### config.mk
export PLATFORM = sky130hd
export DESIGN_NAME = atomic_rmw_unit
export DESIGN_NICKNAME = d
export VERILOG_FILES = /design/src/rtl/atomic_pkg.sv /design/src/rtl/atomic_word_mem.sv /design/src/rtl/atomic_alu.sv /design/src/rtl/atomic_ctrl.sv /design/src/rtl/atomic_rmw_unit.sv
export SDC_FILE = /design/constraint.sdc
export NUM_CORES = 1
export LEC_CHECK = 0
export ABC_AREA = 1
export ABC_CLOCK_PERIOD_IN_PS = 4100
export BUFFER_PORTS_ARGS = -buffer_cell sky130_fd_sc_hd__buf_4
export CORE_MARGIN = 2
export CORE_UTILIZATION = 40
export DETAILED_ROUTE_END_ITERATION = 10
export RECOVER_POWER = 100
export REMOVE_ABC_BUFFERS = 1
export SYNTH_ARGS = -nofsm -noshare
export SYNTH_HDL_FRONTEND = slang
export SYNTH_SLANG_ARGS = --single-unit
### constraint.sdc
create_clock -name clk -period 4.1 [get_ports clk]
set_input_delay 0.82 -clock clk [delete_from_list [all_inputs] [get_ports clk]]
set_output_delay 0.82 -clock clk [all_outputs]
set_load 0.01 [all_outputs]
### src/rtl/atomic_pkg.sv
package atomic_pkg;

    typedef enum logic [2:0] {
        OP_LOAD  = 3'd0,
        OP_STORE = 3'd1,
        OP_TAS   = 3'd2,
        OP_FADD  = 3'd3,
        OP_FSUB  = 3'd4,
        OP_XCHG  = 3'd5,
        OP_CAS   = 3'd6,
        OP_RSVD  = 3'd7
    } amo_op_e;

    typedef enum logic [1:0] {
        ST_IDLE  = 2'd0,
        ST_READ  = 2'd1,
        ST_WRITE = 2'd2
    } amo_state_e;

endpackage

### src/rtl/atomic_word_mem.sv
module atomic_word_mem #(
    parameter int DATA_W = 32,
    parameter int DEPTH  = 16,
    localparam int ADDR_W = $clog2(DEPTH)
) (
    input  logic              clk,
    input  logic              rst_n,
    input  logic [ADDR_W-1:0] addr,
    input  logic              we,
    input  logic [DATA_W-1:0] wdata,
    output logic [DATA_W-1:0] rdata
);

    logic [DATA_W-1:0] words [DEPTH];

    always_ff @(posedge clk) begin
        if (!rst_n) begin
            for (int i = 0; i < DEPTH; i++) begin
                words[i] <= '0;
            end
        end else if (we) begin
            words[addr] <= wdata;
        end
    end

    assign rdata = words[addr];

endmodule

### src/rtl/atomic_alu.sv
module atomic_alu
    import atomic_pkg::*;
#(
    parameter int DATA_W = 32
) (
    input  amo_op_e           op,
    input  logic [DATA_W-1:0] old_val,
    input  logic [DATA_W-1:0] rx,
    input  logic [DATA_W-1:0] ry,
    output logic              we,
    output logic [DATA_W-1:0] new_val,
    output logic [DATA_W-1:0] result,
    output logic [DATA_W-1:0] ry_out
);

    localparam logic [DATA_W-1:0] LOCK_SET = DATA_W'(1);

    logic hit;
    assign hit = (old_val == rx);

    always_comb begin
        we      = 1'b0;
        new_val = old_val;
        result  = old_val;
        ry_out  = ry;
        unique case (op)
            OP_LOAD, OP_RSVD: begin
                we = 1'b0;
            end
            OP_STORE: begin
                we      = 1'b1;
                new_val = rx;
                result  = rx;
            end
            OP_TAS: begin
                we      = 1'b1;
                new_val = LOCK_SET;
            end
            OP_FADD: begin
                we      = 1'b1;
                new_val = old_val + rx;
            end
            OP_FSUB: begin
                we      = 1'b1;
                new_val = old_val - rx;
            end
            OP_XCHG: begin
                we      = 1'b1;
                new_val = rx;
            end
            OP_CAS: begin
                if (hit) begin
                    we      = 1'b1;
                    new_val = ry;
                    ry_out  = rx;
                end
            end
        endcase
    end

endmodule

### src/rtl/atomic_ctrl.sv
module atomic_ctrl
    import atomic_pkg::*;
(
    input  logic       clk,
    input  logic       rst_n,
    input  logic       req_valid,
    output amo_state_e state,
    output logic       accept,
    output logic       nack,
    output logic       latch_old,
    output logic       commit,
    output logic       done
);

    amo_state_e state_nx;

    // state register
    always_ff @(posedge clk) begin
        if (!rst_n) begin
            state <= ST_IDLE;
            done  <= 1'b0;
        end else begin
            state <= state_nx;
            done  <= (state == ST_WRITE);
        end
    end

    // next state and outputs
    always_comb begin
        state_nx  = state;
        accept    = 1'b0;
        nack      = 1'b0;
        latch_old = 1'b0;
        commit    = 1'b0;
        unique case (state)
            ST_IDLE: begin
                if (req_valid) begin
                    accept   = 1'b1;
                    state_nx = ST_READ;
                end
            end
            ST_READ: begin
                nack      = req_valid;
                latch_old = 1'b1;
                state_nx  = ST_WRITE;
            end
            ST_WRITE: begin
                nack     = req_valid;
                commit   = 1'b1;
                state_nx = ST_IDLE;
            end
            default: state_nx = ST_IDLE;
        endcase
    end

    a_r2_read_follows_accept: assert property (@(posedge clk) disable iff (!rst_n)
        accept |=> (state == ST_READ));
    a_r2_write_follows_read: assert property (@(posedge clk) disable iff (!rst_n)
        (state == ST_READ) |=> (state == ST_WRITE));
    a_r2_done_after_write: assert property (@(posedge clk) disable iff (!rst_n)
        (state == ST_WRITE) |=> (done && state == ST_IDLE));
    a_r2_done_single_cycle: assert property (@(posedge clk) disable iff (!rst_n)
        done |=> !done);

endmodule

### src/rtl/atomic_rmw_unit.sv
module atomic_rmw_unit
    import atomic_pkg::*;
#(
    parameter int DATA_W = 32,
    parameter int DEPTH  = 16,
    localparam int ADDR_W = $clog2(DEPTH)
) (
    input  logic              clk,
    input  logic              rst_n,
    input  logic              req_valid,
    input  logic [2:0]        req_op,
    input  logic [ADDR_W-1:0] req_addr,
    input  logic [DATA_W-1:0] req_rx,
    input  logic [DATA_W-1:0] req_ry,
    output logic              req_nack,
    output logic              rsp_done,
    output logic [DATA_W-1:0] rsp_value,
    output logic [DATA_W-1:0] rsp_ry
);

    amo_state_e        state;
    logic              accept, latch_old, commit;
    amo_op_e           op_q;
    logic [ADDR_W-1:0] addr_q;
    logic [DATA_W-1:0] rx_q, ry_q, old_q;
    logic [DATA_W-1:0] mem_rdata, alu_new, alu_res, alu_ry;
    logic              alu_we, mem_we;

    atomic_ctrl u_ctrl (
        .clk       (clk),
        .rst_n     (rst_n),
        .req_valid (req_valid),
        .state     (state),
        .accept    (accept),
        .nack      (req_nack),
        .latch_old (latch_old),
        .commit    (commit),
        .done      (rsp_done)
    );

    // operand capture on acceptance, old word capture in the read phase
    always_ff @(posedge clk) begin
        if (!rst_n) begin
            op_q   <= OP_LOAD;
            addr_q <= '0;
            rx_q   <= '0;
            ry_q   <= '0;
            old_q  <= '0;
        end else begin
            if (accept) begin
                op_q   <= amo_op_e'(req_op);
                addr_q <= req_addr;
                rx_q   <= req_rx;
                ry_q   <= req_ry;
            end
            if (latch_old) begin
                old_q <= mem_rdata;
            end
        end
    end

    atomic_alu #(.DATA_W(DATA_W)) u_alu (
        .op      (op_q),
        .old_val (old_q),
        .rx      (rx_q),
        .ry      (ry_q),
        .we      (alu_we),
        .new_val (alu_new),
        .result  (alu_res),
        .ry_out  (alu_ry)
    );

    assign mem_we = commit & alu_we;

    atomic_word_mem #(.DATA_W(DATA_W), .DEPTH(DEPTH)) u_mem (
        .clk   (clk),
        .rst_n (rst_n),
        .addr  (addr_q),
        .we    (mem_we),
        .wdata (alu_new),
        .rdata (mem_rdata)
    );

    always_ff @(posedge clk) begin
        if (!rst_n) begin
            rsp_value <= '0;
            rsp_ry    <= '0;
        end else if (commit) begin
            rsp_value <= alu_res;
            rsp_ry    <= alu_ry;
        end
    end

    a_r3_refused_not_captured: assert property (@(posedge clk) disable iff (!rst_n)
        (req_valid && req_nack) |=> ($stable(addr_q) && $stable(rx_q) && $stable(op_q)));
    a_r3_write_only_in_write_phase: assert property (@(posedge clk) disable iff (!rst_n)
        mem_we |-> (state == ST_WRITE));
    a_r5_tas_sets_one: assert property (@(posedge clk) disable iff (!rst_n)
        (state == ST_WRITE && op_q == OP_TAS) |-> (mem_we && alu_new == DATA_W'(1)));
    a_r9_cas_miss_no_write: assert property (@(posedge clk) disable iff (!rst_n)
        (state == ST_WRITE && op_q == OP_CAS && old_q != rx_q) |-> !mem_we);
    a_r10_rsvd_no_write: assert property (@(posedge clk) disable iff (!rst_n)
        (state == ST_WRITE && op_q == OP_RSVD) |-> !mem_we);

endmodule

==> reports/metrics.yaml <==
status:
  outcome: "finished with violations"
  violations: "capacitance limit, slew limit"
worst_setup_path:
  reg2reg_to: "u_mem.words[3][4]$_SDFFCE_PN0P_"
  reg2reg_slack_ps: 380
  cp_num_buf_inv: 3
  path_class: "reg2reg"
  cp.required_ps: 4450
  cp-start-kind: "flop"
  crit_family: "compound AO/OA/AOI/OAI gates"
  ff2ff_path_depth: 13
  slowest_delay_ps: 700
  r2r-start: "rx_q[14]$_SDFFE_PN0P_"
  cp_slowest_cell: "a21oi_2"
  crit_top_cell: "nand2_1"
  cp-end-kind: "flop"
  cp_cell_sequence: "inv_1 > ha_1 > nand2_1 > nor2_2 > nand2_1 > nor2_2 > nand3_4 > buf_4 > inv_1 > nand2_1 > o2111ai_1 > a21oi_2 > nor2_1"
  arrival_ps: 4070
  crit_path_max_fanout: 45
route:
  vias: 27500
  drt_first_pass_iters: 5
  final_antenna_net_count: 0
  drt_wl_total_mm: 110
  drc: 0
  vias_per_cell: 5.37
  wl_per_cell_um: 21.4
  drt_iter0_drc: 2526
floorplan:
  start_util: 0.403
  dieArea_um2: 87800
  rows: 107
  ios: 140
  die_w_um: 296
  fp.dieH_um: 296
  core_area_um2: 84900
power:
  leakagePower_nw: 16.0
  powerDensity_nw_per_um2: 534
  vdd_drop_max_mv: 0.280
  power_mw: 20.7
timing:
  hold_viol: 0
  fin_crit_ps: 3720
  rsz0062_at_grt: "no"
  drv_slew: 127
  slew_headroom: -0.411
  setup_viol: 0
  worst_slew_pin_slew_ps: 2110
  tns_ps: 0
  finalClockSkew_ps: 19.7
  fin_ws_ps: 378
  finalCritPeriodShare: 0.908
  max_freq_mhz: 269
  whs_ps: 451
finish:
  drive_gt1_frac: 0.0913
  final_nets: 4072
  syn2layout_area_growth_pct: 13.2
  stdcell_area_um2: 38700
  register_area_um2: 18800
  n_antenna_cell: 0
  fillers: 8335
  multi_input_area_um2: 12500
cts:
  clkTransAtPathRegs_ps: 60
  clock-sinks: 682
  ctsHoldBuffers: 0
  clock_path_buffers: 3
  cts_tree: "done"
  cts_inserted_buffers: 73
  clkLatencyLatePin_ps: 630
  postCtsSetupBuffers: 0
  cts.htree.levels: 3
  clockRootBuffer: "clkbuf_16"
  cts-resized-gates: 0
flow_run:
  maxCapViolCount: 2
global_routing:
  antenna_found_initial: 0
  grt_pass1_vias: 26600
  grt-ovfl-total: 0
  grt_max_degree: 89
  gr-usage-all-layers: 0.249
  grt_pass1_wl_mm: 165
place:
  place_congestion: 1.09
  port_buffers: 139
  dp_hpwl_mm: 75.5
  dp_slack_ps: 594
  dpl-instance-area_um2: 36600
synthesis:
  ys_seq_area_frac: 0.549
  synth_cell_types: 51
  synth_largest_area_cell: "edfxtp_1"
  synth.area.top_cells: "edfxtp_1 45%, dfxtp_1 10%, nand2_1 8.3%"
  ys_warn_count: 0
  syn_area_per_cell_um2: 8.87
  synth_seq_cells: 682
  async_flop_share: 0
  synth-edff-count: 512
  synthesis.area_um2: 34200
  netlist.area_leader.share: 0.450
  synthFlopType: "edfxtp_1"
  synthCells: 3854
min_path:
  hold_class: "in2reg"
  hold_start: "req_addr[3]"
  hold_path_end: "addr_q[3]$_SDFFE_PN0P_"
  holdPathStages: 3
per-layer routing:
metal | share of wire | vias up | routed length, µm | global-route usage
li1 | - | 13100 | - | -
met1 | 0.43 | 13200 | 47000 | 0.337
met2 | 0.48 | 999 | 52500 | 0.415
met3 | 0.067 | 161 | 7340 | 0.0282
met4 | 0.029 | 0 | 3140 | 0.0828
met5 | 0 | - | 0 | 0
tightest hold or removal path: stages:
cell	delay (ps)
buf_4	70
o21ai_0	70
nor2_1	80
power by group:
part | total [mW] | switching, mW | internal [mW]
Combinational | 5.70 | 4.20 | 1.50
Sequential | 8.09 | 0.279 | 7.81
Clock | 6.87 | 2.86 | 4.02
Total | 20.7 | 7.33 | 13.3
how the worst max path moves through the flow:
stage                                 from                               end  slack, ps  cells after the start
floorplan           addr_q[0]$_SDFFE_PN0P_  u_mem.words[13][0]$_SDFFCE_PN0P_      -3710                      4
global placement     rx_q[14]$_SDFFE_PN0P_   u_mem.words[1][3]$_SDFFCE_PN0P_        540                     13
detailed placement    rx_q[6]$_SDFFE_PN0P_  u_mem.words[0][11]$_SDFFCE_PN0P_        590                     11
CTS                   rx_q[6]$_SDFFE_PN0P_  u_mem.words[0][11]$_SDFFCE_PN0P_        520                     11
global route          rx_q[6]$_SDFFE_PN0P_  u_mem.words[14][9]$_SDFFCE_PN0P_        150                     13
finish               rx_q[14]$_SDFFE_PN0P_   u_mem.words[3][4]$_SDFFCE_PN0P_        380                     13
kinds of logic after synthesis:
group           Yosys count  synth area share
compound gates          857             0.158
simple gates           1534             0.182
flops                   682             0.549
xor+xnor                  5           0.00128
fa+ha+maj                70            0.0261
buf+inv                 706            0.0841
cells in the final DEF (no fill, tap or decap), drive strengths merged, types with 9 or more instances in the layout:
cell and count:
o21ai 176, nand2 763, nand3 118, dfxtp 170, bufinv 9, a22oi 256, buf 169, nor2 604
nor3 22, clkbuf 179, edfxtp 512, a21oi 304, clkinv 32, inv 450, o211ai 68, nand4 18
a41oi 12, ha 68, a22o 12
stage by stage:
stage / std cells / util
2_1_floorplan: 3597 / -
5_1_grt: 5132 / 0.456
4_1_cts: 5132 / 0.461
3_3_place_gp: 4997 / 0.432
3_5_place_dp: 4997 / 0.432
6_report: 5132 / 0.456
synthesized netlist by cell type, drive strengths merged, types with 4 or more instances:
master / n
a21oi: 304
a221oi: 8
a22o: 12
a22oi: 256
a41oi: 12
and2: 4
buf: 107
clkbuf: 150
dfxtp: 170
edfxtp: 512
ha: 68
inv: 446
nand2: 763
nand3: 118
nand4: 18
nor2: 604
nor3: 22
o2111ai: 4
o211ai: 68
o21ai: 176
o21bai: 6
o22ai: 7
xor2: 4
area by class of cell:
type,count,share of cell area
clock buffer,92,0.0512
clock inverter,43,0.0128
inverter,449,0.0437
multi-input combinational,2466,0.323
sequential,682,0.485
tap,1144,0.0370
timing repair buffer,256,0.0469
state kept, by name, indices dropped and copies added, names as in the netlist:
signal	flops
addr_q	4
rsp_ry	32
op_q	3
u_ctrl.state	2
u_ctrl.done	1
u_mem.words	512
ry_q	32
rsp_value	32
rx_q	32
old_q	32
(Power assumes the default switching activity.)
